<file path="src/rtl/udt_pkg.sv">
package udt_pkg;
   localparam int CTL_EN  = 0;
   localparam int CTL_AR  = 1;
   localparam int CTL_LD  = 2;
   localparam int CTL_IE  = 3;
   localparam int CTL_IP  = 4;
   localparam int CTL_CH  = 5;
   localparam int CTL_DH  = 6;
   localparam int CTL_NUM = 7;

   typedef enum logic [1:0] {
      SEL_CNT  = 2'd0,
      SEL_RLD  = 2'd1,
      SEL_CTL  = 2'd2,
      SEL_NONE = 2'd3
   } udt_sel_e;
endpackage

</file>
<file path="src/rtl/udt_ctrl_reg.sv">
module udt_ctrl_reg
   import udt_pkg::*;
#(
   parameter int DATA_W = 32
) (
   input  logic              clk,
   input  logic              rst_n,
   input  logic              wr_ctl_i,
   input  logic [DATA_W-1:0] wr_data_i,
   input  logic              expire_i,
   output logic              en_o,
   output logic              ar_o,
   output logic              ie_o,
   output logic              ip_o,
   output logic              ch_o,
   output logic              irq_o
);
   logic en_q, ar_q, ie_q, ip_q, ch_q, irq_q;

   always_ff @(posedge clk) begin
      if (!rst_n) begin
         en_q  <= 1'b0;
         ar_q  <= 1'b0;
         ie_q  <= 1'b0;
         ip_q  <= 1'b0;
         ch_q  <= 1'b0;
         irq_q <= 1'b0;
      end else begin
         irq_q <= expire_i & ie_q;
         if (wr_ctl_i) begin
            en_q <= wr_data_i[CTL_EN];
            ar_q <= wr_data_i[CTL_AR];
            ie_q <= wr_data_i[CTL_IE];
            ch_q <= wr_data_i[CTL_CH];
            if (wr_data_i[CTL_IP]) begin
               ip_q <= 1'b0;
            end
         end else if (expire_i && ie_q) begin
            ip_q <= 1'b1;
         end
      end
   end

   assign en_o  = en_q;
   assign ar_o  = ar_q;
   assign ie_o  = ie_q;
   assign ip_o  = ip_q;
   assign ch_o  = ch_q;
   assign irq_o = irq_q;

   AST_IRQ_SETS_PEND: assert property (@(posedge clk) disable iff (!rst_n)
      irq_q |-> ip_q);
   AST_IRQ_NEEDS_IE: assert property (@(posedge clk) disable iff (!rst_n)
      irq_q |-> ie_q);
endmodule

</file>
<file path="src/rtl/udt_count_core.sv">
module udt_count_core
   import udt_pkg::*;
#(
   parameter int DATA_W = 32
) (
   input  logic              clk,
   input  logic              rst_n,
   input  logic              tick_i,
   input  logic              wr_en_i,
   input  logic [1:0]        wr_sel_i,
   input  logic [DATA_W-1:0] wr_data_i,
   input  logic              en_i,
   input  logic              ar_i,
   output logic [DATA_W-1:0] cnt_o,
   output logic [DATA_W-1:0] rld_o,
   output logic              run_o,
   output logic              expire_o
);
   localparam logic [DATA_W-1:0] ZERO = '0;
   localparam logic [DATA_W-1:0] ONE  = {{(DATA_W-1){1'b0}}, 1'b1};

   logic [DATA_W-1:0] cnt_q, rld_q;
   logic              run_q;
   logic              wr_cnt, wr_rld, wr_ctl, step, at_zero;

   assign wr_cnt  = wr_en_i && (udt_sel_e'(wr_sel_i) == SEL_CNT);
   assign wr_rld  = wr_en_i && (udt_sel_e'(wr_sel_i) == SEL_RLD);
   assign wr_ctl  = wr_en_i && (udt_sel_e'(wr_sel_i) == SEL_CTL);
   assign step    = tick_i && run_q && !wr_en_i;
   assign at_zero = (cnt_q == ZERO);

   always_ff @(posedge clk) begin
      if (!rst_n) begin
         cnt_q <= ZERO;
         rld_q <= ZERO;
         run_q <= 1'b0;
      end else begin
         if (wr_rld) begin
            rld_q <= wr_data_i;
         end
         if (wr_cnt) begin
            cnt_q <= wr_data_i;
            run_q <= en_i;
         end else if (wr_ctl) begin
            run_q <= wr_data_i[CTL_EN];
            if (wr_data_i[CTL_LD]) begin
               cnt_q <= rld_q;
            end
         end else if (step) begin
            if (at_zero) begin
               if (ar_i) begin
                  cnt_q <= rld_q;
               end else begin
                  run_q <= 1'b0;
               end
            end else begin
               cnt_q <= cnt_q - ONE;
            end
         end
      end
   end

   assign cnt_o    = cnt_q;
   assign rld_o    = rld_q;
   assign run_o    = run_q;
   assign expire_o = step && at_zero;

   AST_DEC_BY_ONE: assert property (@(posedge clk) disable iff (!rst_n)
      (tick_i && run_q && !wr_en_i && !at_zero) |=> (cnt_q == $past(cnt_q) - ONE));
   AST_HOLD_IDLE: assert property (@(posedge clk) disable iff (!rst_n)
      (!tick_i && !wr_en_i) |=> $stable(cnt_q));
   AST_RUN_NEEDS_EN: assert property (@(posedge clk) disable iff (!rst_n)
      run_q |-> en_i);
   AST_ONESHOT_STOPS: assert property (@(posedge clk) disable iff (!rst_n)
      (expire_o && !ar_i) |=> (!run_q && at_zero));
   AST_WRITE_WINS: assert property (@(posedge clk) disable iff (!rst_n)
      wr_cnt |=> (cnt_q == $past(wr_data_i)));
endmodule

</file>
<file path="src/rtl/udt_rd_mux.sv">
module udt_rd_mux
   import udt_pkg::*;
#(
   parameter int DATA_W = 32,
   parameter bit RD_REG = 1'b0
) (
   input  logic              clk,
   input  logic              rst_n,
   input  logic [1:0]        rd_sel_i,
   input  logic [DATA_W-1:0] cnt_i,
   input  logic [DATA_W-1:0] rld_i,
   input  logic [DATA_W-1:0] ctl_i,
   output logic [DATA_W-1:0] rd_data_o
);
   logic [DATA_W-1:0] sel_data;

   always_comb begin
      unique case (udt_sel_e'(rd_sel_i))
         SEL_CNT: sel_data = cnt_i;
         SEL_RLD: sel_data = rld_i;
         SEL_CTL: sel_data = ctl_i;
         default: sel_data = '0;
      endcase
   end

   if (RD_REG) begin : g_rd_flop
      logic [DATA_W-1:0] rd_q;
      always_ff @(posedge clk) begin
         if (!rst_n) begin
            rd_q <= '0;
         end else begin
            rd_q <= sel_data;
         end
      end
      assign rd_data_o = rd_q;
   end else begin : g_rd_comb
      assign rd_data_o = sel_data;
   end
endmodule

</file>
<file path="src/rtl/udt_chan.sv">
module udt_chan
   import udt_pkg::*;
#(
   parameter int DATA_W = 32,
   parameter bit RD_REG = 1'b0
) (
   input  logic              clk,
   input  logic              rst_n,
   input  logic              tick_i,
   input  logic              wr_en_i,
   input  logic [1:0]        wr_sel_i,
   input  logic [DATA_W-1:0] wr_data_i,
   input  logic [1:0]        rd_sel_i,
   output logic [DATA_W-1:0] rd_data_o,
   output logic              irq_o
);
   localparam int PAD_W = DATA_W - CTL_NUM;

   if (DATA_W < CTL_NUM) begin : g_bad_width
      $error("udt_chan: DATA_W must hold all control fields");
   end

   logic              en, ar, ie, ip, ch, run, expire, wr_ctl;
   logic [DATA_W-1:0] cnt, rld, ctl_word;

   assign wr_ctl = wr_en_i && (udt_sel_e'(wr_sel_i) == SEL_CTL);

   udt_ctrl_reg #(.DATA_W(DATA_W)) u_ctrl (
      .clk       (clk),
      .rst_n     (rst_n),
      .wr_ctl_i  (wr_ctl),
      .wr_data_i (wr_data_i),
      .expire_i  (expire),
      .en_o      (en),
      .ar_o      (ar),
      .ie_o      (ie),
      .ip_o      (ip),
      .ch_o      (ch),
      .irq_o     (irq_o)
   );

   udt_count_core #(.DATA_W(DATA_W)) u_core (
      .clk       (clk),
      .rst_n     (rst_n),
      .tick_i    (tick_i),
      .wr_en_i   (wr_en_i),
      .wr_sel_i  (wr_sel_i),
      .wr_data_i (wr_data_i),
      .en_i      (en),
      .ar_i      (ar),
      .cnt_o     (cnt),
      .rld_o     (rld),
      .run_o     (run),
      .expire_o  (expire)
   );

   if (PAD_W > 0) begin : g_ctl_pad
      assign ctl_word = {{PAD_W{1'b0}}, 1'b0, ch, ip, ie, 1'b0, ar, en};
   end else begin : g_ctl_exact
      assign ctl_word = {1'b0, ch, ip, ie, 1'b0, ar, en};
   end

   udt_rd_mux #(.DATA_W(DATA_W), .RD_REG(RD_REG)) u_rd (
      .clk       (clk),
      .rst_n     (rst_n),
      .rd_sel_i  (rd_sel_i),
      .cnt_i     (cnt),
      .rld_i     (rld),
      .ctl_i     (ctl_word),
      .rd_data_o (rd_data_o)
   );

   AST_EXPIRE_ONLY_RUNNING: assert property (@(posedge clk) disable iff (!rst_n)
      expire |-> (run && en && tick_i));
endmodule

</file>
<file path="config.mk">
export PLATFORM = sky130hd
export DESIGN_NAME = udt_chan
export DESIGN_NICKNAME = d
export VERILOG_FILES = /design/src/rtl/udt_pkg.sv /design/src/rtl/udt_ctrl_reg.sv /design/src/rtl/udt_count_core.sv /design/src/rtl/udt_rd_mux.sv /design/src/rtl/udt_chan.sv
export SDC_FILE = /design/constraint.sdc
export NUM_CORES = 1
export LEC_CHECK = 0
export ABC_CLOCK_PERIOD_IN_PS = 2900
export CAP_MARGIN = 30
export CORE_ASPECT_RATIO = 0.7
export CORE_MARGIN = 1.5
export CORE_UTILIZATION = 48
export DETAILED_ROUTE_END_ITERATION = 8
export PLACE_DENSITY = 0.78
export SETUP_SLACK_MARGIN = 0.15
export SLEW_MARGIN = 20
export SYNTH_ARGS = -nofsm -noshare
export SYNTH_HDL_FRONTEND = slang
export SYNTH_SLANG_ARGS = --single-unit
</file>
<file path="constraint.sdc">
create_clock -name clk -period 2.9 [get_ports clk]
set_clock_uncertainty 0.2 [all_clocks]
set_input_delay 0.58 -clock clk [delete_from_list [all_inputs] [get_ports clk]]
set_output_delay 0.58 -clock clk [all_outputs]
set_load 0.05 [all_outputs]
</file>
==> impl_metrics.csv <==
group,metric,value,unit
outcome,status,"finished clean",
grt,grt_pass1_vias,4442,
min_path,whs_endpoint,"u_ctrl.ip_o",
grt,grt_overflow,0,
sta,timing.fmax,366,MHz
placed_design,place_ws,0.0519,ns
worst_setup_path,cp.required,2.98,ns
worst_setup_path,cp_slowest_stage_delay,0.57,ns
power,worst_ir_drop_vdd,0.318,mV
power,powerDensity,575,nW/um^2
worst_setup_path,cp_data_arrival_time,2.81,ns
clock_network,cts_max_level,3,
placed_design,dpl.hpwl,9560,um
synth,synth-async-reset-ratio,0,%
run,cap_violations,0,
worst_setup_path,reg2regPathDepth,6,
placed_design,gp_congestion,0.917,
synth,synth_edf_count,0,
grt,grt_pass1_wl,22500,um
route,drtPass1Iterations,5,
floorplan,fp.dieW,115,um
route,viasPerCell,6.19,
placed_design,dp.cells,753,
synth,yosys_warnings,0,
synth,synth_area_per_cell,7.64,sq um
floorplan,core-area,8480,sq um
synth,syn_area,4220,sq um
worst_setup_path,crit_path_start_kind,"flop",
clock_network,cts_tree,"built",
route,ant_nets,0,
floorplan,row_count,28,
sta,final_hold_viol_count,0,
synth,synth_flop_cell,"dfxtp_1",
worst_setup_path,worstSetupPathType,"flop to flop",
power,p_leak,0.00238,uW
route,first_iter_violations,620,
layout,stdcell_count,770,
grt,grt_antenna_before_repair,0,
worst_setup_path,cp_max_fo,28,
sta,drv_slew,0,
route,num_vias,4768,
worst_setup_path,crit_top_cell,"or4_4",
min_path,holdPathStages,2,
clock_network,cts_root_buffer,"clkbuf_16",
sta,rsz0062_at_grt,"yes",
worst_setup_path,cpMaxStageDelayCell,"or4_4",
route,routed_wl,14100,um
synth,yosysSeqAreaShare,33.7,%
sta,fin_setup_tns,0,ns
sta,min_period,2.73,ns
worst_setup_path,r2r-start,"u_core.cnt_o[9]",
sta,setup_ws,0.169,ns
layout,antenna_cells,0,
route,route.detailed.drc,0,
layout,drive_above_1_share,22.9,%
placed_design,io_buffers,72,
clock_network,cts.clk_slew.worst_paths,0.06,ns
synth,syn_inst,552,
sta,maxSlewHeadroom,67.2,%
route,routedWlPerCell,18.3,um
sta,finalSetupViolCount,0,
synth,synth_fp_nets,594,
layout,nets,687,
layout,post-route-util,72.2,%
sta,worst_slew_pin_slew,0.488,ns
layout,syn_to_final_growth,45.1,%
min_path,hold_path.class,"flop to flop",
grt,grt_max_degree,33,
floorplan,die_y,81.4,um
worst_setup_path,r2r_end,"u_core.cnt_o[26]",
sta,finalCritPeriodShare,94.2,%
clock_network,clockBufferDepth,2,
floorplan,pin_count,73,
min_path,hp-start,"u_ctrl.ip_o",
synth,synth-seq-cells,71,
synth,yosysUniqueCellTypes,60,
clock_network,cts.sinks,71,
worst_setup_path,crit_chain,"or4_4, or4_4, o41a_4, buf_12, o211ai_1, o221a_2",
clock_network,cts_buffers,9,
power,power.total,3520,uW
grt,groute.usage.overall,30.8,%
worst_setup_path,reg2reg_slack,0.17,ns
worst_setup_path,endpoint_kind,"flop",
clock_network,clock_latency,0.34,ns
floorplan,start_util,49.7,%
floorplan,fp.dieArea,9360,sq um
## state kept, by name, summed over array words and instances (netlist names)
| signal | count |
|---|---|
| u_ctrl.ch_o | 1 |
| u_core.cnt_o | 32 |
| u_ctrl.en_o | 1 |
| u_ctrl.ip_o | 1 |
| u_ctrl.irq_o | 1 |
| u_core.run_o | 1 |
| u_ctrl.ie_o | 1 |
| u_core.rld_o | 32 |
| u_ctrl.ar_o | 1 |
## what timing repair did
item                                    4_1_cts  5_1_grt
hold buffers                                  0        0
resized for setup                             8       15
setup buffers                                 0        1
pin swaps                                     1        3
endpoints found under the setup margin       21       28
## logic make-up (layout without fill, tap and decap cells)
family                     count (synthesis)  in the layout  synth area share [%]
AOI/OAI and AO/OA                        153            153                  23.4
xor gates and xnor gates                  24             24                  4.99
adders and majority gates                  2              2                 0.593
buffers and inverters                     45            143                  4.75
DFF                                       71             71                  33.7
muxes                                     35             35                  8.34
and+or+nand+nor                          222            222                  24.2
## worst max path at each step
stage / endpoint / slack [ns] / cells after the start / from
finish: u_core.cnt_o[26] / 0.17 / 6 / u_core.cnt_o[9]
global route: u_core.cnt_o[26] / 0.12 / 6 / u_core.cnt_o[9]
CTS: u_core.cnt_o[2] / 0.14 / 9 / u_core.cnt_o[0]
detailed placement: u_core.cnt_o[11] / 0.05 / 8 / u_core.cnt_o[0]
global placement: u_core.cnt_o[13] / 0.14 / 8 / u_core.cnt_o[1]
floorplan: rd_data_o[1] / 0.009 / 3 / rd_sel_i[0]
## per-stage QoR
step | hold WS [ns] | instance area, sq um
after floorplan | 0.232 | 4290
after global placement | 0.242 | 5680
after detailed placement | 0.255 | 5680
after CTS | 0.263 | 6050
after global routing | 0.292 | 6120
final | 0.262 | 6120
## cell type report
cell class	count	area [sq um]
fillers	644	2360
flip-flops and latches	71	1430
repair buffers	124	1470
clock inverters	6	108
multi-input cells	436	2720
well taps	120	150
inverters	3	11.3
clock buffers	10	239
## cell usage after synthesis (4+ instances only)
library cell | instances | area [sq um]
a222oi_1 | 6 | 60.1
nand4_1 | 6 | 37.5
a31oi_1 | 11 | 68.8
nand2_1 | 119 | 447
or3_1 | 6 | 37.5
o211ai_1 | 7 | 52.6
a22oi_1 | 7 | 52.6
nor2_1 | 43 | 161
clkbuf_1 | 30 | 113
mux2i_1 | 34 | 340
o221ai_1 | 4 | 35.0
o21ai_0 | 29 | 145
or4_1 | 8 | 60.1
o22ai_1 | 6 | 37.5
nor3_1 | 7 | 35.0
dfxtp_1 | 71 | 1420
nor4_1 | 9 | 56.3
xor2_1 | 21 | 184
nand3_1 | 4 | 20.0
a21oi_1 | 59 | 295
## power breakdown
group / internal, uW / total (uW) / switching [uW]
sequential: 1040 / 1090 / 52.7
combinational: 490 / 1130 / 644
clock: 861 / 1300 / 437
total: 2390 / 3520 / 1130
## worst max-delay path, delay by kind of cell (launching register included)
family	cells	cell delay (ns)
AO/OA/AOI/OAI	3	0.84
buffers and inverters	1	0.17
flip-flops	1	0.31
AND/OR/NAND/NOR	2	1.14
## placed cells by master, fill, tap and decap left out, types with 7 or more instances in the layout
cell             count
nand2_1            119
dfxtp_1             68
a21oi_1             59
buf_4               47
clkdlybuf4s50_1     38
mux2i_1             34
buf_12              34
nor2_1              23
o21ai_0             22
xor2_1              21
nor2_2              20
a31oi_1             11
o21ai_1              9
clkbuf_16            9
o211ai_1             7
nor3_1               7
a22oi_1              7
## routing by layer
metal / share of wire (%) / wire (um) / track usage (%) / up-vias
met3: 9.9 / 1400 / 6.27 / 34
met2: 45 / 6400 / 50.2 / 280
met4: 2.0 / 280 / 9.88 / 0
li1: - / - / - / 2186
met5: 0 / 0 / 0 / -
met1: 43 / 6010 / 41.4 / 2268
(Power assumes the default switching activity.)
